$ cat config.mk
export PLATFORM = sky130hd
export DESIGN_NAME = pt_walker
export DESIGN_NICKNAME = d
export VERILOG_FILES = /design/src/rtl/pt_walker_pkg.sv /design/src/rtl/pt_walk_fsm.sv /design/src/rtl/pt_addr_gen.sv /design/src/rtl/pt_entry_check.sv /design/src/rtl/pt_walker.sv
export SDC_FILE = /design/constraint.sdc
export NUM_CORES = 1
export LEC_CHECK = 0
export ABC_CLOCK_PERIOD_IN_PS = 2600
export BUFFER_PORTS_ARGS = -buffer_cell sky130_fd_sc_hd__buf_4
export CAP_MARGIN = 20
export CORE_MARGIN = 2
export CORE_UTILIZATION = 52
export DETAILED_ROUTE_END_ITERATION = 10
export GPL_TIMING_DRIVEN = 0
export PLACE_DENSITY = 0.87
export SLEW_MARGIN = 20
export SYNTH_ARGS = -nofsm -noshare
export SYNTH_HDL_FRONTEND = slang
export SYNTH_SLANG_ARGS = --single-unit
$ cat constraint.sdc
create_clock -name clk -period 2.6 [get_ports clk]
set_clock_uncertainty 0.15 [all_clocks]
set_input_delay 0.26 -clock clk [delete_from_list [all_inputs] [get_ports clk]]
set_output_delay 0.26 -clock clk [all_outputs]
set_load 0.02 [all_outputs]
$ cat src/rtl/pt_walker_pkg.sv
package pt_walker_pkg;

   typedef enum logic [1:0] {
      ACC_LOAD  = 2'd0,
      ACC_STORE = 2'd1,
      ACC_FETCH = 2'd2,
      ACC_RSVD  = 2'd3
   } acc_e;

   typedef enum logic [2:0] {
      S_IDLE,
      S_READ_REQ,
      S_WAIT_RESP,
      S_CHECK,
      S_DONE
   } walk_st_e;

   localparam int PTE_PRESENT_BIT = 0;
   localparam int PTE_WRITE_BIT   = 1;
   localparam int PTE_EXEC_BIT    = 2;
   localparam int PTE_PPN_LSB     = 8;

endpackage

$ cat src/rtl/pt_walk_fsm.sv
module pt_walk_fsm
   import pt_walker_pkg::*;
(
   input  logic     clk,
   input  logic     rst_n,
   input  logic     req_valid,
   input  logic     mem_req_ready,
   input  logic     mem_rsp_valid,
   output walk_st_e state,
   output logic     accept,
   output logic     rsp_take,
   output logic     check_en
);

   walk_st_e st_q, st_d;

   assign accept   = (st_q == S_IDLE) && req_valid;
   assign rsp_take = (st_q == S_WAIT_RESP) && mem_rsp_valid;
   assign check_en = (st_q == S_CHECK);
   assign state    = st_q;

   always_comb begin
      st_d = st_q;
      unique case (st_q)
         S_IDLE:      if (req_valid)     st_d = S_READ_REQ;
         S_READ_REQ:  if (mem_req_ready) st_d = S_WAIT_RESP;
         S_WAIT_RESP: if (mem_rsp_valid) st_d = S_CHECK;
         S_CHECK:                        st_d = S_DONE;
         S_DONE:                         st_d = S_IDLE;
         default:                        st_d = S_IDLE;
      endcase
   end

   always_ff @(posedge clk or negedge rst_n) begin
      if (!rst_n) st_q <= S_IDLE;
      else        st_q <= st_d;
   end

endmodule

$ cat src/rtl/pt_addr_gen.sv
module pt_addr_gen #(
   parameter int PA_W      = 36,
   parameter int VPN_W     = 26,
   parameter int PTE_BYTES = 4
) (
   input  logic             clk,
   input  logic             rst_n,
   input  logic             base_we,
   input  logic [PA_W-1:0]  base_wdata,
   input  logic             accept,
   input  logic [VPN_W-1:0] vpn,
   output logic [PA_W-1:0]  entry_addr
);

   localparam int SH = $clog2(PTE_BYTES);

   logic [PA_W-1:0] base_q;
   logic [PA_W-1:0] scaled;
   logic [PA_W-1:0] addr_q;

   generate
      if (PA_W >= VPN_W) begin : g_wide
         assign scaled = PA_W'(vpn) << SH;
      end else begin : g_narrow
         assign scaled = vpn[PA_W-1:0] << SH;
      end
   endgenerate

   always_ff @(posedge clk or negedge rst_n) begin
      if (!rst_n) begin
         base_q <= '0;
         addr_q <= '0;
      end else begin
         if (base_we) base_q <= base_wdata;
         if (accept)  addr_q <= base_q + scaled;
      end
   end

   assign entry_addr = addr_q;

endmodule

$ cat src/rtl/pt_entry_check.sv
module pt_entry_check
   import pt_walker_pkg::*;
#(
   parameter int PTE_W = 32,
   parameter int PPN_W = 22
) (
   input  logic             clk,
   input  logic             rst_n,
   input  logic             en,
   input  logic [PTE_W-1:0] pte,
   input  acc_e             acc,
   output logic             ok_o,
   output logic             pfault_o,
   output logic             xfault_o,
   output logic [PPN_W-1:0] ppn_o
);

   logic present, allowed;

   assign present = pte[PTE_PRESENT_BIT];

   always_comb begin
      unique case (acc)
         ACC_LOAD:  allowed = 1'b1;
         ACC_STORE: allowed = pte[PTE_WRITE_BIT];
         ACC_FETCH: allowed = pte[PTE_EXEC_BIT];
         default:   allowed = 1'b0;
      endcase
   end

   always_ff @(posedge clk or negedge rst_n) begin
      if (!rst_n) begin
         ok_o     <= 1'b0;
         pfault_o <= 1'b0;
         xfault_o <= 1'b0;
         ppn_o    <= '0;
      end else if (en) begin
         ok_o     <= present && allowed;
         pfault_o <= !present;
         xfault_o <= present && !allowed;
         ppn_o    <= (present && allowed) ? pte[PTE_PPN_LSB +: PPN_W] : '0;
      end
   end

endmodule

$ cat src/rtl/pt_walker.sv
module pt_walker
   import pt_walker_pkg::*;
#(
   parameter int VA_W       = 40,
   parameter int PA_W       = 36,
   parameter int PAGE_BYTES = 16384,
   parameter int PTE_BYTES  = 4,
   localparam int OFS_W     = $clog2(PAGE_BYTES),
   localparam int VPN_W     = VA_W - OFS_W,
   localparam int PPN_W     = PA_W - OFS_W,
   localparam int PTE_W     = PTE_BYTES * 8
) (
   input  logic             clk,
   input  logic             rst_n,
   input  logic             base_we,
   input  logic [PA_W-1:0]  base_wdata,
   input  logic             req_valid,
   output logic             req_ready,
   input  logic [VPN_W-1:0] req_vpn,
   input  logic [1:0]       req_acc,
   output logic             mem_req_valid,
   input  logic             mem_req_ready,
   output logic [PA_W-1:0]  mem_req_addr,
   input  logic             mem_rsp_valid,
   input  logic [PTE_W-1:0] mem_rsp_data,
   output logic             busy,
   output logic             done_valid,
   output logic [PPN_W-1:0] done_ppn,
   output logic             done_pfault,
   output logic             done_xfault,
   output logic             fill_valid,
   output logic [VPN_W-1:0] fill_vpn,
   output logic [PTE_W-1:0] fill_pte
);

   generate
      if ((1 << OFS_W) != PAGE_BYTES) begin : g_bad_page
         $error("PAGE_BYTES must be a power of two");
      end
      if (PTE_BYTES != 4 && PTE_BYTES != 8) begin : g_bad_pte
         $error("PTE_BYTES must be 4 or 8");
      end
      if (PTE_PPN_LSB + PPN_W > PTE_W) begin : g_bad_ppn
         $error("physical page number does not fit in the entry");
      end
   endgenerate

   walk_st_e         state;
   logic             accept, rsp_take, check_en, ok;
   logic [VPN_W-1:0] vpn_q;
   acc_e             acc_q;
   logic [PTE_W-1:0] pte_q;

   pt_walk_fsm u_fsm (
      .clk           (clk),
      .rst_n         (rst_n),
      .req_valid     (req_valid),
      .mem_req_ready (mem_req_ready),
      .mem_rsp_valid (mem_rsp_valid),
      .state         (state),
      .accept        (accept),
      .rsp_take      (rsp_take),
      .check_en      (check_en)
   );

   pt_addr_gen #(
      .PA_W      (PA_W),
      .VPN_W     (VPN_W),
      .PTE_BYTES (PTE_BYTES)
   ) u_addr (
      .clk        (clk),
      .rst_n      (rst_n),
      .base_we    (base_we),
      .base_wdata (base_wdata),
      .accept     (accept),
      .vpn        (req_vpn),
      .entry_addr (mem_req_addr)
   );

   always_ff @(posedge clk or negedge rst_n) begin
      if (!rst_n) begin
         vpn_q <= '0;
         acc_q <= ACC_LOAD;
         pte_q <= '0;
      end else begin
         if (accept) begin
            vpn_q <= req_vpn;
            acc_q <= acc_e'(req_acc);
         end
         if (rsp_take) pte_q <= mem_rsp_data;
      end
   end

   pt_entry_check #(
      .PTE_W (PTE_W),
      .PPN_W (PPN_W)
   ) u_check (
      .clk      (clk),
      .rst_n    (rst_n),
      .en       (check_en),
      .pte      (pte_q),
      .acc      (acc_q),
      .ok_o     (ok),
      .pfault_o (done_pfault),
      .xfault_o (done_xfault),
      .ppn_o    (done_ppn)
   );

   assign busy          = (state != S_IDLE);
   assign req_ready     = !busy;
   assign mem_req_valid = (state == S_READ_REQ);
   assign done_valid    = (state == S_DONE);
   assign fill_valid    = done_valid && ok;
   assign fill_vpn      = vpn_q;
   assign fill_pte      = pte_q;

endmodule

==> results of run 1 <==
==> timing repair <==
action | in CTS | in global routing
endpoints found under the setup margin | 7 | 36
hold endpoints to repair | 202 | 0
pin swaps | 16 | 17
setup buffers | 7 | 4
gates resized for setup | 9 | 30
hold buffers | 97 | 0
==> final cells by class <==
| class | instances | area share, % |
|---|---|---|
| diodes | 1 | 0.0222 |
| clock inverters | 12 | 1.08 |
| clock buffers | 18 | 3.81 |
| multi-input cells | 493 | 31.0 |
| well taps | 180 | 2.00 |
| plain buffers | 34 | 1.36 |
| inverters | 13 | 0.433 |
| repair buffers | 333 | 24.8 |
| flip-flops and latches | 160 | 35.5 |
==> metal layers <==
metal / track usage, % / part of all wire (%)
met1: 36.1 / 38
met5: 0 / 0
met2: 52.9 / 51
met4: 15.7 / 5.1
met3: 6.83 / 6.0
==> through the flow <==
step	total power, mW	setup TNS (ps)	hold slack (ps)	instances	setup slack, ps
after floorplan	6.76	0	-186	701	163
after global placement	8.77	-1790	301	1104	-338
after detailed placement	8.98	-2090	45.7	1106	-390
after CTS	11.5	-541	6.82	1240	-126
after global routing	12.3	-872	34.4	1244	-162
final	11.8	-200	17.5	1244	-70.6
==> worst reg2reg max path, delay by kind of cell, from the launching register on <==
kind	cells	cell delay (ps)
and+or+nand+nor	1	160
muxes	1	240
DFF	1	380
AOI/OAI and AO/OA	5	820
buffers and inverters	3	260
adders and majority gates	2	520
==> cells in the mapped netlist (12+ instances only) <==
cell / number
a22o_1: 22
nor2_1: 21
dfrtp_1: 160
o21ai_0: 32
a21oi_1: 34
xor2_1: 15
nand2_1: 151
xnor2_1: 16
buf_2: 12
ha_1: 26
inv_1: 12
clkbuf_1: 22
mux2_2: 61
o21ai_1: 18
==> kinds of logic after synthesis <==
group           synth area share (%)
compound gates                  13.4
xor+xnor                        3.61
fa+ha+maj                       4.59
buf+inv                         2.69
flops                           53.2
mux                             10.3
simple gates                    12.1
==> worst paths after layout <==
path / endpoint / cells after the start / slack, ps / start
setup / recovery: u_addr.entry_addr[24] / 12 / -70 / u_addr.base_q[2]
hold reg to reg: u_addr.entry_addr[1] / 2 / 320 / u_addr.base_q[1]
min in group asynchronous: fill_vpn[20] / 2 / 180 / rst_n
hold / removal: u_addr.entry_addr[2] / 4 / 20 / req_vpn[0]
max in group asynchronous: u_fsm.state[2] / 4 / 1190 / rst_n
setup reg to reg: u_addr.entry_addr[24] / 12 / -70 / u_addr.base_q[2]
==> report_power, final <==
part / internal, mW / total, mW / switching (mW) / leakage (nW)
clock network: 1.39 / 2.38 / 0.989 / 0.267
registers: 3.43 / 4.13 / 0.700 / 1.97
logic: 2.26 / 5.26 / 3.00 / 3.17
total: 7.08 / 11.8 / 4.69 / 5.41
==> state kept, by name, indices dropped and copies added (netlist names) <==
name / count
u_check.xfault_o: 1
u_addr.base_q: 36
u_check.pfault_o: 1
fill_pte: 32
acc_q: 2
u_check.ok_o: 1
u_check.ppn_o: 22
fill_vpn: 26
u_addr.entry_addr: 36
u_fsm.state: 3
==> key figures, run 1 <==
Layout
  – Synth-to-layout area growth: 49.8%
  – Share of layout cells above drive strength 1: 36.0%
  – Layout net count: 1181
  – Final Util: 80.5%
  – Fillers: 822
  – Commonest non-fill, non-tap cell in the layout: buf_4
  – Register area: 4000 sq um
  – Multi-input logic area: 3490 sq um
  – Most frequent cells in the layout: buf_4, dfrtp_1, nand2_1
  – Cell area after layout: 11300 sq um

Timing
  – Least-Margin Pin Slew: 734 ps
  – Slew Limit Fails: 0
  – Max_slew headroom: 51.0%
  – Final setup fails: 5
  – Tmin final: 2670 ps
  – Unrepaired setup endpoints after global routing: true
  – Maximum clock frequency: 374 MHz
  – Crit share post-route: 103%
  – Final Hold Fails: 0
  – Fin worst setup slack: -70.6 ps

Critical path
  – CP max stage delay: 380 ps
  – Worst Path Required: 2730 ps
  – CP Cell Sequence: ha_4 -> inv_2 -> fa_2 -> nand2b_4 -> a21oi_4 -> buf_4 -> buf_4 -> o21a_1 -> o211ai_1 -> a21oi_1 -> mux2i_1 -> o311ai_1
  – CP startpoint kind: flop
  – CP delay by family, top: compound AO/OA/AOI/OAI gates
  – Buf+Inv Stages, Crit Path: 3
  – Crit-path slowest cell: dfrtp_1
  – Setup crit end kind: flop
  – Kind of critical path: flop to flop
  – Crit path arrival time: 2800 ps
  – CP Max Fanout: 3
  – Critical path's most frequent cell: buf_4

Synthesis
  – Asr flop ratio synth: 100%
  – Top FF cell, synth: dfrtp_1
  – Synth area leaders: dfrtp_1, mux2_2, nand2_1
  – Post-Synthesis Cells: 701
  – Post-synth top area share: 53.2%
  – Netlist Area Pre-Place: 7520 sq um
  – Seq/Total Area, Yosys: 53.2%
  – Syn_nets: 830
  – Yosys warning count: 0
  – Largest area contributor in the netlist: dfrtp_1
  – Yosys reg bits: 160
  – Syn_area_per_cell: 10.7 sq um
  – EDFF count, synth: 0
  – Distinct cells, synth: 55

Floorplan
  – Floorplan Core Area: 14000 sq um
  – Ports: 225
  – Die area: 15400 sq um
  – Starting Density: 53.8%
  – Row count: 43
  – Die Span Y: 124 um
  – Die Wd: 124 um

GRT
  – Pin count of the biggest net entering global routing: 58
  – Vias in the first global route: 7112
  – GR Util All Layers: 30.7%
  – Initial antenna violation count: 1
  – Global-route wire length before repair: 37500 um
  – Congestion Overflow GR: 0

Routing
  – Via count: 7015
  – Vias per inst: 5.64
  – Pre-Repair DR Iteration Count: 5
  – Final ANT Viol Nets: 0
  – DR WL/cell: 19.4 um
  – Final wirelength: 24200 um
  – DRT iter0 DRCs: 476
  – DRC: 0

Clocking
  – Clock Root Buffer: clkbuf_16
  – CTS Sinks: 160
  – Clock transition at the registers of the reported paths: 60 ps
  – Clock tree from TritonCTS: yes
  – CTS max path bufs: 2
  – TritonCTS buffer count: 17
  – H-tree depth: 4
  – Worst-Skew Late Latency: 430 ps

Outcome
  – Failing checks: negative setup slack
  – Status: complete, but fails checks

Placed design
  – Hpwl dp: 15200 um
  – Gp weighted congestion: 0.861
  – Port-buffer cells: 223
  – Area post-placement: 9480 sq um

Power
  – Max IR drop VDD: 0.868 mV
  – P per Cell Area: 1050 nW/um^2
  – Leak Pwr: 5.41 nW

Hold path
  – Hold Crit Class: primary input to flop

Flow run
  – Total of max-cap violations: 0
No activity file was read; power rests on OpenSTA's default activity.
==> inputs of run 2 (changes only) <==
Settings changed: GPL_TIMING_DRIVEN 0 to 1.
==> key figures, run 2 (same netlist as run 1, synthesis figures left out) <==
Power
  – P_int: 7.46 mW (+5.3%)
  – Leak Pwr: 5.50 nW (+1.6%)
  – P per Cell Area: 1070 nW/um^2 (+2.6%)
  – Psw: 4.71 mW (+0.46%)
  – Comb power frac: 43.6% (-1.1 points)
  – Flop pwr share: 33.8% (-1.3 points)
  – Sw Ratio: 38.7% (-1.1 points)
  – Max IR drop VDD: 0.677 mV (-22%)
  – Power share of the clock group: 22.6% (+2.4 points)

Routing
  – Via count: 6998 (-0.24%)
  – Final wirelength: 24100 um (-0.23%)
  – Pre-Repair DR Iteration Count: 6 (+1)
  – Final ANT Viol Nets: 0 (unchanged)
  – DRC: 0 (unchanged)
  – Vias per inst: 5.66 (+0.32%)
  – DR WL/cell: 19.5 um (+0.33%)
  – DRT iter0 DRCs: 636 (+34%)

Floorplan
  – Die Wd: 124 um (unchanged)
  – Die Span Y: 124 um (unchanged)
  – Floorplan Core Area: 14000 sq um (unchanged)
  – Row count: 43 (unchanged)
  – Starting Density: 53.8% (unchanged)
  – Die area: 15400 sq um (unchanged)
  – Ports: 225 (unchanged)

Placed design
  – Hpwl dp: 14300 um (-5.7%)
  – Setup WS pre-CTS: -157 ps (+233 ps)
  – Gp weighted congestion: 0.913 (+6.0%)
  – Area post-placement: 9550 sq um (+0.69%)
  – Placed cell count: 1101 (-0.45%)
  – Port-buffer cells: 224 (+0.45%)

Timing
  – Maximum clock frequency: 366 MHz (-2.4%)
  – Tmin final: 2740 ps (+64.9 ps)
  – Fin worst setup slack: -136 ps (-64.9 ps)
  – Crit share post-route: 105% (+2.5 points)
  – Unrepaired setup endpoints after global routing: true
  – Final Hold Fails: 0 (unchanged)
  – Min Hold Slack: 8.86 ps (-8.62 ps)
  – Least-Margin Pin Slew: 562 ps (-173 ps)
  – Slew Limit Fails: 0 (unchanged)
  – Final setup fails: 6 (+1)
  – Max_slew headroom: 62.5% (+12 points)

GRT
  – Initial antenna violation count: 0 (-1)
  – Pin count of the biggest net entering global routing: 57 (-1.7%)
  – Congestion Overflow GR: 0 (unchanged)
  – Vias in the first global route: 6993 (-1.7%)
  – Global-route wire length before repair: 36300 um (-3.2%)
  – GR Util All Layers: 29.8% (-0.92 points)

Layout
  – Cell area after layout: 11300 sq um (+0.75%)
  – Layout net count: 1173 (-0.68%)
  – Commonest non-fill, non-tap cell in the layout: buf_4
  – Synth-to-layout area growth: 50.9%
  – Antenna fix cells: 0 (-1)
  – Most frequent cells in the layout: buf_4, dfrtp_1, nand2_1
  – Share of layout cells above drive strength 1: 37.2% (+1.2 points)
  – Finished Layout Cells: 1237 (-0.56%)

Clocking
  – Worst-Skew Late Latency: 430 ps (about the same)
  – Clock tree from TritonCTS: yes
  – CTS Sinks: 160 (unchanged)
  – Clock transition at the registers of the reported paths: 60 ps (about the same)
  – TritonCTS buffer count: 17 (unchanged)
  – CTS max path bufs: 2 (unchanged)
  – H-tree depth: 4 (unchanged)
  – Clock Root Buffer: clkbuf_16

Critical path
  – CP startpoint kind: flop
  – Kind of critical path: flop to flop
  – Worst Path Required: 2750 ps (+20 ps)
  – Crit path arrival time: 2890 ps (+90 ps)
  – CP Max Fanout: 4 (+1)
  – Setup crit end kind: flop

Hold path
  – Hold Crit Class: primary input to flop

Flow run
  – Total of max-cap violations: 0 (unchanged)

Outcome
  – Failing checks: negative setup slack
  – Status: complete, but fails checks
==> run 2: per-layer routing <==
metal,vias up,track usage [%],wire length (um)
met5,-,0,0
met4,0,14.3,1130
met3,102,5.80,1450
met2,368,52.1,12700
met1,3397,35.3,8850
li1,3131,-,-
==> run 2: cell type report <==
cell class                      instances  area [sq um]
Clock buffer                           21           480
Clock inverter                         11           175
Fill cell                             789          2640
Inverter                               13          48.8
Multi-Input combinational cell        493          3450
Sequential cell                       160          4000
Tap cell                              180           225
Timing Repair Buffer                  359          2970
==> run 2: through the flow <==
stage / TNS (ps) / utilization (%) / power, mW
4_1_cts: -4.79 / 80.2 / 11.9
5_1_grt: -1180 / 81.1 / 12.7
3_5_place_dp: -790 / 68.3 / 9.01
3_3_place_gp: -398 / 68.3 / 8.84
2_1_floorplan: 0 / - / 6.76
6_report: -500 / 81.1 / 12.2
==> run 2: critical path, stage by stage (launching register included) <==
cell and delay (ps):
dfrtp_1 400, ha_4 180, inv_2 40, fa_2 330, nand2b_4 160, a21oi_4 160, o211ai_1 130, buf_4 180
a2111oi_4 390, buf_4 180, o21ai_2 50, xor2_1 170, o21ai_1 80
==> run 2: timing repair <==
| item | in CTS | in global routing |
|---|---|---|
| endpoints found under the hold margin | 150 | 0 |
| resized for setup | 7 | 20 |
| hold buffers | 97 | 0 |
| pin swaps | 4 | 14 |
| buffers inserted | 1 | 6 |
| endpoints found under the setup margin | 7 | 16 |
| gates cloned | 0 | 0 |
==> run 2: final timing paths <==
path,start,end,slack [ps],cells after the start
setup / recovery,u_addr.base_q[2],u_addr.entry_addr[32],-140,12
hold / removal,req_vpn[1],fill_vpn[1],9,3
setup reg to reg,u_addr.base_q[2],u_addr.entry_addr[32],-140,12
hold reg to reg,acc_q[1],acc_q[1],330,2
max in group asynchronous,rst_n,fill_pte[21],1370,3
min in group asynchronous,rst_n,u_addr.base_q[17],220,2
==> run 2: power by group through the flow <==
stage	Sequential (mW)	Combinational [mW]	Clock, mW
after floorplan	5.00	1.75	0
after global routing	4.22	5.61	2.90
after CTS	4.04	5.11	2.76
after global placement	4.03	4.82	0
after detailed placement	4.06	4.95	0
final	4.11	5.31	2.75
